**src/rtl/txlen_pkg.sv**
```systemverilog
package txlen_pkg;
   localparam int CNT_W = 16;
   localparam logic [CNT_W-1:0] CNT_OVERHEAD = 16'd6;
   localparam logic [CNT_W-1:0] OFS_CNT_LO   = 16'd2;
   localparam logic [CNT_W-1:0] OFS_CNT_HI   = 16'd3;
   localparam logic [CNT_W-1:0] OFS_PAYLOAD  = 16'd4;
   localparam int ODD_FLAG_BIT = 5;
   localparam logic [7:0] STATUS_B0 = 8'h01;
   localparam logic [7:0] STATUS_B1 = 8'h40;

   typedef enum logic [2:0] {
      ST_IDLE,
      ST_CNT_HI,
      ST_CTL_ADDR,
      ST_CTL_WAIT,
      ST_STREAM,
      ST_FINISH
   } walk_state_t;
endpackage

```
**src/rtl/txlen_page_fifo.sv**
```systemverilog
module txlen_page_fifo #(
   parameter int DEPTH = 4,
   parameter int W     = 2
) (
   input  logic         clk,
   input  logic         rst_n,
   input  logic         push,
   input  logic [W-1:0] push_data,
   input  logic         pop,
   output logic [W-1:0] head,
   output logic         empty,
   output logic         full
);
   localparam int AW = (DEPTH > 1) ? $clog2(DEPTH) : 1;
   localparam int CW = $clog2(DEPTH + 1);

   logic [AW-1:0] wr_ptr, rd_ptr;
   logic [CW-1:0] cnt;
   logic [W-1:0]  slot [DEPTH];
   logic          push_ok, pop_ok;

   assign empty   = (cnt == '0);
   assign full    = (cnt == CW'(DEPTH));
   assign push_ok = push && !full;
   assign pop_ok  = pop && !empty;
   assign head    = slot[rd_ptr];

   function automatic logic [AW-1:0] bump(input logic [AW-1:0] p);
      return (p == AW'(DEPTH - 1)) ? '0 : p + 1'b1;
   endfunction

   for (genvar g = 0; g < DEPTH; g++) begin : g_slot
      always_ff @(posedge clk) begin
         if (push_ok && wr_ptr == AW'(g)) slot[g] <= push_data;
      end
   end

   always_ff @(posedge clk or negedge rst_n) begin
      if (!rst_n) begin
         wr_ptr <= '0;
         rd_ptr <= '0;
         cnt    <= '0;
      end else begin
         if (push_ok) wr_ptr <= bump(wr_ptr);
         if (pop_ok)  rd_ptr <= bump(rd_ptr);
         case ({push_ok, pop_ok})
            2'b10:   cnt <= cnt + 1'b1;
            2'b01:   cnt <= cnt - 1'b1;
            default: cnt <= cnt;
         endcase
      end
   end
endmodule

```
**src/rtl/txlen_walker.sv**
```systemverilog
module txlen_walker
   import txlen_pkg::*;
#(
   parameter int PAGE_W    = 2,
   parameter int OFF_W     = 11,
   parameter int MIN_FRAME = 64,
   parameter bit PAD_IMPL  = 1'b1
) (
   input  logic                    clk,
   input  logic                    rst_n,
   input  logic                    cfg_tx_en,
   input  logic                    cfg_pad_en,
   input  logic                    q_empty,
   input  logic [PAGE_W-1:0]       q_head,
   output logic                    q_pop,
   output logic                    mem_rd_en,
   output logic [PAGE_W+OFF_W-1:0] mem_rd_addr,
   input  logic [7:0]              mem_rd_data,
   output logic                    mem_wr_en,
   output logic [PAGE_W+OFF_W-1:0] mem_wr_addr,
   output logic [7:0]              mem_wr_data,
   output logic                    out_valid,
   input  logic                    out_ready,
   output logic [7:0]              out_data,
   output logic                    out_first,
   output logic                    out_last,
   output logic [CNT_W-1:0]        out_len,
   output logic                    fin_valid,
   output logic [PAGE_W-1:0]       fin_page
);
   localparam logic [CNT_W-1:0] MIN_LEN = CNT_W'(MIN_FRAME);

   walk_state_t       state_q;
   logic [PAGE_W-1:0] page_q;
   logic [7:0]        cnt_lo_q, hold_q;
   logic [CNT_W-1:0]  base_len_q, data_len_q, frame_len_q, idx_q;
   logic              fresh_q;

   logic [CNT_W-1:0]  count_c, data_len_c, frame_len_c, idx_next;
   logic              odd_c, is_pad_c, last_c, go_c;
   logic [7:0]        cur_byte;
   logic [PAGE_W-1:0] rd_pg;
   logic [OFF_W-1:0]  rd_off, wr_off;

   assign count_c    = {mem_rd_data, cnt_lo_q};
   assign odd_c      = mem_rd_data[ODD_FLAG_BIT];
   assign data_len_c = base_len_q + CNT_W'(odd_c);
   assign idx_next   = idx_q + 1'b1;
   assign is_pad_c   = (idx_q >= data_len_q);
   assign last_c     = (idx_q == frame_len_q - 1'b1);
   assign go_c       = cfg_tx_en && !q_empty;
   assign cur_byte   = is_pad_c ? 8'h00 : (fresh_q ? mem_rd_data : hold_q);

   if (PAD_IMPL) begin : g_pad
      assign frame_len_c = (cfg_pad_en && data_len_c < MIN_LEN) ? MIN_LEN : data_len_c;
   end else begin : g_nopad
      assign frame_len_c = data_len_c;
   end

   always_comb begin
      mem_rd_en   = 1'b0;
      rd_pg       = page_q;
      rd_off      = '0;
      mem_wr_en   = 1'b0;
      wr_off      = '0;
      mem_wr_data = 8'h00;
      q_pop       = 1'b0;
      fin_valid   = 1'b0;
      case (state_q)
         ST_IDLE: begin
            if (go_c) begin
               mem_rd_en = 1'b1;
               rd_pg     = q_head;
               rd_off    = OFF_W'(OFS_CNT_LO);
            end
         end
         ST_CNT_HI: begin
            mem_rd_en   = 1'b1;
            rd_off      = OFF_W'(OFS_CNT_HI);
            mem_wr_en   = 1'b1;
            wr_off      = '0;
            mem_wr_data = STATUS_B0;
         end
         ST_CTL_ADDR: begin
            mem_rd_en   = 1'b1;
            rd_off      = OFF_W'(count_c - 1'b1);
            mem_wr_en   = 1'b1;
            wr_off      = OFF_W'(1);
            mem_wr_data = STATUS_B1;
         end
         ST_CTL_WAIT: begin
            mem_rd_en = (data_len_c != '0);
            rd_off    = OFF_W'(OFS_PAYLOAD);
         end
         ST_STREAM: begin
            mem_rd_en = out_ready && !last_c && (idx_next < data_len_q);
            rd_off    = OFF_W'(OFS_PAYLOAD + idx_next);
         end
         ST_FINISH: begin
            q_pop     = 1'b1;
            fin_valid = 1'b1;
         end
         default: ;
      endcase
   end

   assign mem_rd_addr = {rd_pg, rd_off};
   assign mem_wr_addr = {page_q, wr_off};
   assign out_valid   = (state_q == ST_STREAM);
   assign out_data    = cur_byte;
   assign out_first   = out_valid && (idx_q == '0);
   assign out_last    = out_valid && last_c;
   assign out_len     = frame_len_q;
   assign fin_page    = page_q;

   always_ff @(posedge clk or negedge rst_n) begin
      if (!rst_n) begin
         state_q     <= ST_IDLE;
         page_q      <= '0;
         cnt_lo_q    <= '0;
         hold_q      <= '0;
         base_len_q  <= '0;
         data_len_q  <= '0;
         frame_len_q <= '0;
         idx_q       <= '0;
         fresh_q     <= 1'b0;
      end else begin
         case (state_q)
            ST_IDLE: begin
               if (go_c) begin
                  page_q  <= q_head;
                  state_q <= ST_CNT_HI;
               end
            end
            ST_CNT_HI: begin
               cnt_lo_q <= mem_rd_data;
               state_q  <= ST_CTL_ADDR;
            end
            ST_CTL_ADDR: begin
               base_len_q <= count_c - CNT_OVERHEAD;
               state_q    <= ST_CTL_WAIT;
            end
            ST_CTL_WAIT: begin
               data_len_q  <= data_len_c;
               frame_len_q <= frame_len_c;
               idx_q       <= '0;
               fresh_q     <= 1'b1;
               state_q     <= (frame_len_c == '0) ? ST_FINISH : ST_STREAM;
            end
            ST_STREAM: begin
               if (out_ready) begin
                  if (last_c) begin
                     state_q <= ST_FINISH;
                  end else begin
                     idx_q   <= idx_next;
                     fresh_q <= 1'b1;
                  end
               end else begin
                  hold_q  <= cur_byte;
                  fresh_q <= 1'b0;
               end
            end
            ST_FINISH: state_q <= ST_IDLE;
            default:   state_q <= ST_IDLE;
         endcase
      end
   end
endmodule

```
**src/rtl/txlen_engine.sv**
```systemverilog
module txlen_engine
   import txlen_pkg::*;
#(
   parameter int NUM_PAGES  = 4,
   parameter int PAGE_BYTES = 2048,
   parameter int MIN_FRAME  = 64,
   parameter bit PAD_IMPL   = 1'b1,
   parameter int DONE_DEPTH = NUM_PAGES,
   localparam int PAGE_W    = $clog2(NUM_PAGES),
   localparam int OFF_W     = $clog2(PAGE_BYTES),
   localparam int ADDR_W    = PAGE_W + OFF_W
) (
   input  logic              clk,
   input  logic              rst_n,
   input  logic              cfg_tx_en,
   input  logic              cfg_pad_en,
   input  logic              cfg_auto_release,
   input  logic              q_push,
   input  logic [PAGE_W-1:0] q_page,
   output logic              mem_rd_en,
   output logic [ADDR_W-1:0] mem_rd_addr,
   input  logic [7:0]        mem_rd_data,
   output logic              mem_wr_en,
   output logic [ADDR_W-1:0] mem_wr_addr,
   output logic [7:0]        mem_wr_data,
   output logic              out_valid,
   input  logic              out_ready,
   output logic [7:0]        out_data,
   output logic              out_first,
   output logic              out_last,
   output logic [15:0]       out_len,
   output logic              rel_valid,
   output logic [PAGE_W-1:0] rel_page,
   output logic              done_valid,
   output logic [PAGE_W-1:0] done_page,
   input  logic              done_pop
);
   if (NUM_PAGES < 2 || (1 << PAGE_W) != NUM_PAGES) begin : g_bad_pages
      $error("NUM_PAGES must be a power of two of at least 2");
   end
   if ((1 << OFF_W) != PAGE_BYTES || OFF_W > CNT_W || PAGE_BYTES < 8) begin : g_bad_page_size
      $error("PAGE_BYTES must be a power of two between 8 and 65536");
   end
   if (MIN_FRAME < 1 || MIN_FRAME > PAGE_BYTES) begin : g_bad_min
      $error("MIN_FRAME out of range");
   end
   if (DONE_DEPTH < 2) begin : g_bad_done
      $error("DONE_DEPTH must be at least 2");
   end

   logic              txq_empty, txq_full, txq_pop;
   logic [PAGE_W-1:0] txq_head;
   logic              fin_valid, done_empty, done_full;
   logic [PAGE_W-1:0] fin_page;

   txlen_page_fifo #(.DEPTH(NUM_PAGES), .W(PAGE_W)) u_txq (
      .clk(clk), .rst_n(rst_n),
      .push(q_push), .push_data(q_page),
      .pop(txq_pop), .head(txq_head),
      .empty(txq_empty), .full(txq_full)
   );

   txlen_walker #(
      .PAGE_W(PAGE_W), .OFF_W(OFF_W), .MIN_FRAME(MIN_FRAME), .PAD_IMPL(PAD_IMPL)
   ) u_walk (
      .clk(clk), .rst_n(rst_n),
      .cfg_tx_en(cfg_tx_en), .cfg_pad_en(cfg_pad_en),
      .q_empty(txq_empty), .q_head(txq_head), .q_pop(txq_pop),
      .mem_rd_en(mem_rd_en), .mem_rd_addr(mem_rd_addr), .mem_rd_data(mem_rd_data),
      .mem_wr_en(mem_wr_en), .mem_wr_addr(mem_wr_addr), .mem_wr_data(mem_wr_data),
      .out_valid(out_valid), .out_ready(out_ready), .out_data(out_data),
      .out_first(out_first), .out_last(out_last), .out_len(out_len),
      .fin_valid(fin_valid), .fin_page(fin_page)
   );

   txlen_page_fifo #(.DEPTH(DONE_DEPTH), .W(PAGE_W)) u_doneq (
      .clk(clk), .rst_n(rst_n),
      .push(fin_valid && !cfg_auto_release), .push_data(fin_page),
      .pop(done_pop), .head(done_page),
      .empty(done_empty), .full(done_full)
   );

   assign rel_valid  = fin_valid && cfg_auto_release;
   assign rel_page   = fin_page;
   assign done_valid = !done_empty;
endmodule

```
**config.mk**
```make
export PLATFORM = sky130hd
export DESIGN_NAME = txlen_engine
export DESIGN_NICKNAME = d
export VERILOG_FILES = /design/src/rtl/txlen_pkg.sv /design/src/rtl/txlen_page_fifo.sv /design/src/rtl/txlen_walker.sv /design/src/rtl/txlen_engine.sv
export SDC_FILE = /design/constraint.sdc
export NUM_CORES = 1
export LEC_CHECK = 0
export BUFFER_PORTS_ARGS = -buffer_cell sky130_fd_sc_hd__buf_4
export CORE_MARGIN = 2
export CORE_UTILIZATION = 35
export CTS_CLUSTER_DIAMETER = 100
export DETAILED_ROUTE_END_ITERATION = 7
export PLACE_DENSITY = 0.51
export SLEW_MARGIN = 15
export SYNTH_ARGS = -nofsm -noshare
export SYNTH_HDL_FRONTEND = slang
export SYNTH_SLANG_ARGS = --single-unit
```
**constraint.sdc**
```tcl
create_clock -name clk -period 3.4 [get_ports clk]
set_input_delay 0.68 -clock clk [delete_from_list [all_inputs] [get_ports clk]]
set_output_delay 0.68 -clock clk [all_outputs]
set_load 0.005 [all_outputs]
```
## After elaboration in Yosys (flattened, before gate mapping)

Memories as Yosys holds them, arrays and structs flattened.
Index checks and enable logic that the tools add are counted.

| storage, ports and cells | value |
|---|---|
| register bits after elaboration | 100 |
| word-level logic and storage cells | 172 |
| memory bits (writable) | 16 |
| ROM bits | 0 |
| output and inout port bits | 69 |
| input port bits | 18 |
| memories kept | 2 |
| latch bits | 0 |

| cells by class | value |
|---|---|
| mux-type cells | 64 |
| $mul | 0 |
| order comparisons | 3 |
| divide/modulo/power cells | 0 |
| bitwise gates (word level) | 1 |
| add/sub/neg operators | 14 |
| equal/unequal tests | 25 |
| shifts and indexed selects | 0 |
| reductions and logical operators | 48 |

Memory list:

| memory | depth | bits a word | rd ports | clocked after Yosys merged registers in | wr ports | line | source |
|---|---|---|---|---|---|---|---|
| u_doneq.slot | 4 | 2 | 1 | 0 | 1 | txlen_page_fifo.sv:19 | `logic [W-1:0] slot [DEPTH];` |
| u_txq.slot | 4 | 2 | 1 | 0 | 1 | txlen_page_fifo.sv:19 |  |

Operator list:

| cell | number |
|---|---|
| one-hot mux 11 bit (5 select lines) | 1 |
| two-way mux 16 bit | 3 |
| two-way mux 2 bit | 19 |
| logical NOT 16 bit | 2 |
| one-hot mux 16 bit (2 select lines) | 1 |
| two-way mux 1 bit | 29 |
| logical AND 1 bit | 20 |
| adder 16 x 1 -> 16 bit | 1 |
| adder 16 x 1 -> 16 bit (second input constant) | 1 |
| equality test 16 bit | 1 |
| equality test 2 bit (second input constant) | 8 |
| >= comparator 16 bit | 1 |
| < comparator 16 bit | 1 |
| < comparator 16 x 7 -> 1 bit (second input constant) | 1 |
| two-way mux 8 bit | 2 |
| nonzero test 16 bit | 1 |
| subtractor 16 x 1 -> 16 bit (second input constant) | 1 |
| subtractor 16 x 3 -> 16 bit (second input constant) | 1 |
| one-hot mux 3 bit (5 select lines) | 1 |
| one-hot mux 7 bit (2 select lines) | 1 |
| OR reduction 2 bit | 7 |
| equality test 3 bit (second input constant) | 4 |
| one-hot mux 3 bit (2 select lines) | 2 |
| adder 3 x 11 -> 11 bit (first input constant) | 1 |
| other kinds (20) | 45 |

## Longest topological paths before layout

Gate-level depths: netlist (run 1).

| depth | value |
|---|---|
| depth in word-level cells | 11 |
| gate-level depth with buffers | 13 |
| depth with buffers taken out | 12 |

## Hierarchy

A second synthesis (run 1) with hierarchy kept.

| second synthesis, totals | value |
|---|---|
| cells, all modules | 823 |
| area total of the unflattened synthesis | 7778.7 um^2 |

By module, submodules not included:

| module | instances | area each (um^2) | cells each | sequential area each (um^2) |
|---|---|---|---|---|
| txlen_walker | 1 | 6214.7 | 720 | 2152.1 |
| txlen_page_fifo | 2 | 772.0 | 50 | 415.4 |
| txlen_engine | 1 | 20.0 | 3 | 0.0 |

## Least setup slack after synthesis (run 1)

Ideal clock, no wire load.

| path | value |
|---|---|
| path kind | reg-to-output |
| start point | reg u_walk.idx_q[2] |
| end point | out mem_rd_en |
| cell stages (with the launch flop) | 13 |
| arrival time | 2711 ps |
| path buffers | 1 |
| setup slack | 9 ps |
| required time | 2720 ps |
| path through | dfrtp_1 clkbuf_1 and3_1 and3_1 and3_1 xor2_1 ha_1 nor2b_1 o21ai_0 o211ai_1 a2111oi_0 o21ai_0 o21ai_0 |

| on the way | value |
|---|---|
| cells in the longest elaborated chain, start to end | 5 |
| elaborated cells between the ends (all ways) | 7 |
| those cells by class | 1 x add/sub; 1 x order compare; 1 x eq/ne; 1 x mux; 3 x reduce/logical |

Ends and longest elaborated chain:

| element | line | source |
|---|---|---|
| start: declaration | txlen_walker.sv:36 | `logic [CNT_W-1:0] base_len_q, data_len_q, frame_len_q, idx_q;` |
| start signal: assignment | txlen_walker.sv:155 | `idx_q <= idx_next;` |
| parallel branches: the longest is 3 deep, another holds adder 16 x 1 -> 16 bit | n/a |  |
| logical AND 1 bit (*) | txlen_walker.sv:96 | `mem_rd_en = out_ready && !last_c && (idx_next < data_len_q);` |
| one-hot mux 1 bit (4 select lines) (*) | txlen_walker.sv:69 | `case (state_q)` |
| end: declaration | txlen_engine.sv:20 | `output logic mem_rd_en,` |

Every way passes the cells marked *.

## Worst setup path in the final report (run 1)

| path | value |
|---|---|
| start point | reg u_walk.frame_len_q[0] (netlist: u_walk.out_len[0]) |
| end point | out mem_rd_en |

| on the way | value |
|---|---|
| cells in the longest elaborated chain, start to end | 6 |

Ends and longest elaborated chain:

| element | line | source |
|---|---|---|
| start: declaration | txlen_walker.sv:36 |  |
| start signal: assignment | txlen_walker.sv:145 | `frame_len_q <= frame_len_c;` |
| subtractor 16 x 1 -> 16 bit | txlen_walker.sv:50 | `assign last_c = (idx_q == frame_len_q - 1'b1);` |
| equality test 16 bit | txlen_walker.sv:50 |  |
| logical NOT 1 bit | txlen_walker.sv:96 |  |
| logical AND 1 bit (2 in a row) | txlen_walker.sv:96 |  |
| one-hot mux 1 bit (4 select lines) | txlen_walker.sv:69 |  |

No other way between the ends.

==> results of run 1 <==
## registers in the layout (all words and copies together), names as in the netlist
signal and count:
u_walk.hold_q 8, u_doneq.slot 8, u_walk.fin_page 2, u_doneq.wr_ptr 2, u_doneq.cnt 3, u_walk.base_len_q 16
u_walk.cnt_lo_q 8, u_txq.slot 8, u_walk.idx_q 16, u_walk.data_len_q 16, u_walk.fresh_q 1, u_txq.cnt 3
u_doneq.rd_ptr 2, u_walk.state_q 3, u_walk.out_len 16, u_txq.rd_ptr 2, u_txq.wr_ptr 2
## metrics by stage
stage | util (%) | setup slack [ns] | cell area [um^2] | TNS [ns]
3_3_place_gp | 40.99 | -0.1811 | 8919 | -0.1811
6_report | 45.34 | -0.2014 | 9863 | -0.2734
4_1_cts | 44.60 | -0.2234 | 9703 | -0.2794
3_5_place_dp | 40.99 | -0.2467 | 8919 | -0.2467
5_1_grt | 45.34 | -0.4006 | 9863 | -0.7603
2_1_floorplan | - | 0.008633 | 7804 | 0
## layout make-up
cell class	count	area share, %
multi-input cells	604	46.82
well taps	280	3.552
clock buffers	21	4.567
flip-flops and latches	116	30.25
clock inverters	10	1.357
inverters	48	1.827
repair buffers	149	11.62
## worst max path at each step
stage | from | end | slack, ns | cells past startpoint
after floorplan | u_walk.idx_q[2] | mem_rd_en | 0.009 | 12
after global placement | mem_rd_data[5] | mem_rd_en | -0.18 | 11
after detailed placement | u_walk.idx_q[3] | mem_rd_en | -0.25 | 12
after CTS | u_walk.idx_q[1] | mem_rd_en | -0.22 | 13
after global routing | u_walk.idx_q[0] | mem_rd_en | -0.40 | 15
final | u_walk.out_len[0] | mem_rd_en | -0.20 | 8
## repair_timing
action                                  4_1_cts  5_1_grt
endpoints found under the hold margin         0        0
setup buffers                                 7        2
cloned                                        0        0
pin swaps                                    27       27
gates resized for setup                      36       29
endpoints found under the setup margin       12       13
## layer usage
metal | vias to the layer above | share of wire [%] | GRT usage (%)
met4 | 0 | 1.4 | 5.423
met1 | 2990 | 50 | 26.02
met5 | - | 0 | 0
met2 | 110 | 46 | 28.51
li1 | 3085 | - | -
met3 | 19 | 2.9 | 2.986
## report_power, final
group | switching (W) | total, W | internal, W
logic | 0.00198 | 0.00395 | 0.00197
clock network | 0.000640 | 0.00180 | 0.00116
registers | 0.000598 | 0.00258 | 0.00198
total | 0.00322 | 0.00833 | 0.00511
## logic make-up after synthesis
| logic type | after synthesis | synth area share (%) |
|---|---|---|
| AND/OR/NAND/NOR | 273 | 18.80 |
| AO/OA/AOI/OAI | 148 | 13.00 |
| flip-flops | 116 | 38.50 |
| buffers and inverters | 105 | 6.250 |
| XOR/XNOR | 75 | 8.479 |
| adder cells (fa/ha/maj) | 56 | 9.238 |
| multiplexers | 36 | 5.685 |
| other | 1 | 0.04840 |
## cell usage in the layout (no fill, tap or decap), types with 4 or more instances in the layout
master     count
or3_1          7
nor2b_1       11
nand2_1       81
and3_1         8
a21oi_1       17
inv_1         46
o21a_1        10
mux4_2         4
nand2b_1       7
dfrtp_1       99
clkbuf_16     17
and2_1        15
nor3_1        12
xor2_1        33
conb_1        16
nor3_2         8
edfxtp_1      16
or2_2          5
buf_6          4
a22o_1        14
mux2_2        12
o22ai_1        7
nor4_1        10
mux2i_1       17
nor2_1        36
buf_4        144
and3_4         8
or4_1          4
nor3b_1        4
clkinv_2       4
ha_1          50
nand3b_1       6
xnor2_1       37
a21boi_0      10
a21o_1         7
nand3_1       15
nand4_1       10
o21ai_0       36
o211ai_1       7
## critical path, stage by stage (launching register included)
cell       delay, ns
dfrtp_1         0.38
or4_4           0.58
nor2_1          0.20
o2111ai_1       0.25
a221o_1         0.39
nor4b_4         0.29
or2_4           0.18
o21ai_2         0.07
buf_4           0.16
==> reports/qor.csv, run 1 <==
stage;metric;value;unit
timing;finalSetupViolCount;3;
routing;drt_iter0_drc;327;
routing;drt_wl_total;20.92;mm
critical_path;start_kind;register;
critical_path;rrSetupSlack;0.47;ns
finish;drive_gt1_share;27.64;%
synthesis;yosysTopAreaCell;dfrtp_1;
power;ir_worst_vdd;0.3937;mV
global_routing;grt.overflow.total;0;
critical_path;end_kind;primary output;
critical_path;crit_type;register to primary output;
clocking;clock-sinks;116;
timing;rsz0062_at_grt;true;
routing;detailroute.via_count;6204;
place;portBuffers;70;
status;violations;setup timing;
finish;synthToLayoutAreaGrowth;27.31;%
min_path;hold_path_class;input pin to async pin;
status;status;finished, violations left;
global_routing;grt_antenna_before_repair;0;
timing;tightestPinTransition;0.7667;ns
clocking;root_buffer;clkbuf_16;
power;power.leakage;4.463;nW
routing;drc;0;
die;io_pins;87;
clocking;htree_levels;4;
finish;fill_cells;2131;
timing;period_minus_slack;3.601;ns
global_routing;grt_max_degree;60;
run;maxCapViolations;0;
timing;hold_viol_final;0;
timing;hold_ws;0.2570;ns
synthesis;synth_area_leaders;dfrtp_1, ha_1, edfxtp_1;
power;powerDensity;844.8;mW/mm^2
synthesis;synth-main-ff-cell;dfrtp_1;
die;rows;54;
global_routing;track_usage;18.22;%
die;core_area;0.02176;mm^2
global_routing;grt_pass1_wl;33.53;mm
synthesis;syn_area_per_cell;9.565;um^2
finish;multi_input_area;0.004618;mm^2
die;die_area;0.02334;mm^2
synthesis;synth_top_area_share;32.30;%
finish;diodes;0;
synthesis;ys_types;76;
timing;slew_headroom;48.89;%
power;power;0.008333;W
clocking;cts_tree;built;
die;die_x;152.8;um
timing;finalCritPeriodShare;105.9;%
routing;drtPass1Iterations;4;
critical_path;regToRegStartpoint;u_walk.out_len[0];
timing;maxSlewViolCount;0;
routing;final_antenna_net_count;0;
critical_path;worstPathRequired;2.72;ns
critical_path;path_max_fanout;5;
timing;fin_skew;0.006206;ns
clocking;insertion_delay;0.42;ns
critical_path;r2r_end;u_walk.idx_q[15];
place;dp_cells;1188;
synthesis;ys_warn_count;0;
routing;wl_per_cell;17.03;um
clocking;cts_max_path_buffers;2;
clocking;path_clk_slew;0.05;ns
finish;seq_area;0.002984;mm^2
place;dp_hpwl;15.87;mm
timing;fmax;277.7;MHz
place;gp_congestion;0.8502;
synthesis;syn_inst;810;
critical_path;cp.arrival;2.92;ns
synthesis;synth-edff-count;16;
synthesis;synth_most_common_cell;dfrtp_1;
routing;vias_per_cell;5.052;
clocking;cts_hold_buf;0;
finish;nets;1010;
timing;fin_ws;-0.2014;ns
synthesis;yosys-top-cells-count;dfrtp_1, nand2_1, ha_1;
die;die_h;152.8;um
critical_path;reg2reg_depth;8;
die;initial_core_util;35.61;%
clocking;numCtsBuffers;17;
global_routing;first_global_vias;6174;
synthesis;async_reset_ff_share;86.21;%
synthesis;ys_seq_area_share;38.50;%
synthesis;synth_area;0.007747;mm^2
synthesis;synth-seq-cells;116;
finish;layoutNonFillerInstCount;1228;
Power figures use the tool's default switching activity.
==> run 2: changes to the inputs <==
- CAP_MARGIN: unset -> 20
- CTS_CLUSTER_DIAMETER: 100 -> unset
- SYNTH_HIERARCHICAL: unset -> 1
==> reports/qor.csv, run 2 <==
stage;metric;value;unit
finish;layout_common_cells;buf_4, dfrtp_1, nand2_1, ha_1, inv_1;
timing;hold_viol_final;0;
routing;wl_per_cell;16.72;um
finish;final_common_cell;buf_4;
min_path;hold_path_class;input pin to async pin;
critical_path;path_max_fanout;7;
critical_path;crit_family;simple AND/OR/NAND/NOR gates;
power;p_seq_share;29.5;%
routing;detailroute.via_count;6262;
clocking;path_clk_slew;0.06;ns
synthesis;async_reset_ff_share;86.21;%
clocking;htree_levels;4;
finish;nets;1041;
clocking;root_buffer;clkbuf_16;
global_routing;grt_pass1_wl;33.94;mm
status;status;finished, violations left;
global_routing;grt.overflow.total;0;
synthesis;synth-seq-cells;116;
die;die_x;153.1;um
critical_path;worst_path_max_delay_cell;or4_4;
power;clockPowerShare;21.5;%
power;p_comb_share;49.1;%
critical_path;start_kind;register;
power;power.leakage;4.654;nW
global_routing;use_met3;3.828;%
routing;drt_wl_total;21.07;mm
global_routing;grtUsageMet1;27.20;%
finish;synthToLayoutAreaGrowth;30.92;%
place;gp_congestion;0.8493;
die;io_pins;87;
synthesis;ys_seq_area_share;38.35;%
critical_path;worst-path-buf-inv;2;
routing;final_antenna_net_count;0;
timing;fin_ws;-0.5825;ns
critical_path;cp.arrival;3.30;ns
finish;seq_area;0.002984;mm^2
clocking;numCtsBuffers;17;
global_routing;track_usage;18.40;%
routing;drt_iter0_drc;371;
timing;finalSetupViolCount;11;
finish;multi_input_area;0.004659;mm^2
timing;fmax;251.1;MHz
finish;fill_cells;2122;
routing;drtPass1Iterations;5;
global_routing;grt_antenna_before_repair;0;
timing;finalCritPeriodShare;117.1;%
synthesis;ys_warn_count;6;
die;rows;54;
power;power;0.008831;W
place;dp_hpwl;15.61;mm
synthesis;synth_top_area_share;32.17;%
clocking;cts_hold_buf;0;
power;powerDensity;867.2;mW/mm^2
synthesis;syn_inst;823;
timing;tightestPinTransition;0.7699;ns
timing;period_minus_slack;3.982;ns
global_routing;grt_max_degree;55;
status;violations;setup timing;
critical_path;crit_type;register to primary output;
critical_path;max_stage_delay;0.56;ns
routing;drc;0;
power;p_sw_share;39.38;%
finish;design_area;0.01018;mm^2
clocking;clock-sinks;116;
finish;drive_gt1_share;30.10;%
place;portBuffers;70;
power;switchingPower;0.003477;W
critical_path;crit_chain;inv_2 > ha_4 > or3b_4 > or3_4 > a21oi_2 > o2111ai_2 > or4_4 > o21ba_4 > o211ai_1 > o221ai_2 > buf_4;
synthesis;synth-edff-count;16;
timing;maxSlewViolCount;0;
synthesis;yosys-top-cells-count;dfrtp_1, nand2_1, ha_1;
finish;diodes;0;
synthesis;synth_area;0.007779;mm^2
synthesis;synth-main-ff-cell;dfrtp_1;
die;die_h;153.1;um
global_routing;busiest_layer;met2;
synthesis;yosysTopAreaCell;dfrtp_1;
clocking;insertion_delay;0.42;ns
power;ir_worst_vdd;0.3963;mV
global_routing;grtUsageMet2;27.32;%
routing;vias_per_cell;4.970;
critical_path;end_kind;primary output;
clocking;cts_tree;built;
place;placed_area;0.009128;mm^2
timing;hold_ws;0.3262;ns
timing;fin_skew;0.008839;ns
clocking;cts_max_path_buffers;2;
timing;slew_headroom;48.67;%
die;die_area;0.02343;mm^2
timing;final.setup.tns;-1.903;ns
die;initial_core_util;35.64;%
synthesis;syn_area_per_cell;9.452;um^2
die;core_area;0.02182;mm^2
critical_path;worstPathRequired;2.72;ns
power;internal_power;0.005353;W
synthesis;synth_area_leaders;dfrtp_1, ha_1, edfxtp_1;
timing;rsz0062_at_grt;true;
synthesis;ys_types;72;
synthesis;synth_most_common_cell;dfrtp_1;
global_routing;first_global_vias;6184;
run;maxCapViolations;0;
==> run 2: repair_timing <==
action                     4_1_cts  5_1_grt
cloned                           1        0
pin swaps                       13       25
setup buffers                    6        6
hold endpoints to repair         0        0
setup endpoints to repair       12       13
gates resized for setup         37       41
==> run 2: layout make-up <==
cell class                 count  area share, %
clock buffer                  18          4.214
clock inverter                14          1.831
inverter                      49          1.806
multi-input combinational    609          45.76
sequential                   116          29.30
tap                          280          3.440
timing repair buffer         174          13.65
==> run 2: kinds of logic (layout without fill, tap and decap cells) <==
group | count (synthesis) | in the layout | share of synthesized area, %
adders and majority gates | 56 | 56 | 9.201
DFF | 116 | 116 | 38.35
muxes | 40 | 40 | 6.338
AOI/OAI and AO/OA | 147 | 147 | 12.47
xor gates and xnor gates | 75 | 75 | 8.445
other | 1 | 16 | 0.04821
buffers and inverters | 113 | 255 | 6.884
and+or+nand+nor | 275 | 275 | 18.27
==> run 2: worst paths after layout <==
check                                          start                    to  slack (ns)  cells past startpoint
worst max-delay path               u_walk/out_len[0]             mem_rd_en       -0.58                     11
worst min-delay path                           rst_n       u_txq/wr_ptr[1]        0.33                      1
worst max register to register     u_walk/out_len[0]        u_walk/fresh_q        0.21                     12
max in group asynchronous                      rst_n        u_walk/fresh_q        2.33                      2
worst min register to register  u_walk/data_len_q[3]  u_walk/data_len_q[3]        0.48                      1
min in group clk                           q_page[0]      u_txq/slot[2][0]        0.47                      1
==> run 2: worst reg2reg max path, cell delays in order (launching register included) <==
cell and delay, ns:
dfrtp_2 0.40, inv_2 0.06, ha_4 0.11, or3b_4 0.45, or3_4 0.35, a21oi_2 0.13
o2111ai_2 0.13, or4_4 0.56, o21ba_4 0.22, buf_4 0.23, nor2_1 0.23, buf_4 0.16
nand2_1 0.05
==> run 2: layer usage <==
metal	part of all wire (%)	wire [um]	vias to the layer above
met1	51	10680	3001
met3	3.8	807	18
li1	-	-	3125
met2	44	9299	118
met5	0	0	-
met4	1.3	284	0
==> run 2: power groups by stage <==
stage	sequential, W	clock, W	combinational (W)
floorplan	0.00244	0	0.00262
detailed placement	0.00261	0	0.00411
CTS	0.00260	0.00193	0.00427
global route	0.00271	0.00200	0.00485
finish	0.00260	0.00189	0.00434
global placement	0.00260	0	0.00407
==> run 2: per-stage QoR <==
step | utilization [%] | setup WS, ns | cells
2_1_floorplan | - | -0.007904 | 838
3_3_place_gp | 41.82 | -0.2164 | 1219
3_5_place_dp | 41.82 | -0.2919 | 1219
4_1_cts | 45.65 | -0.5654 | 1256
5_1_grt | 46.66 | -0.7643 | 1260
6_report | 46.66 | -0.5825 | 1260
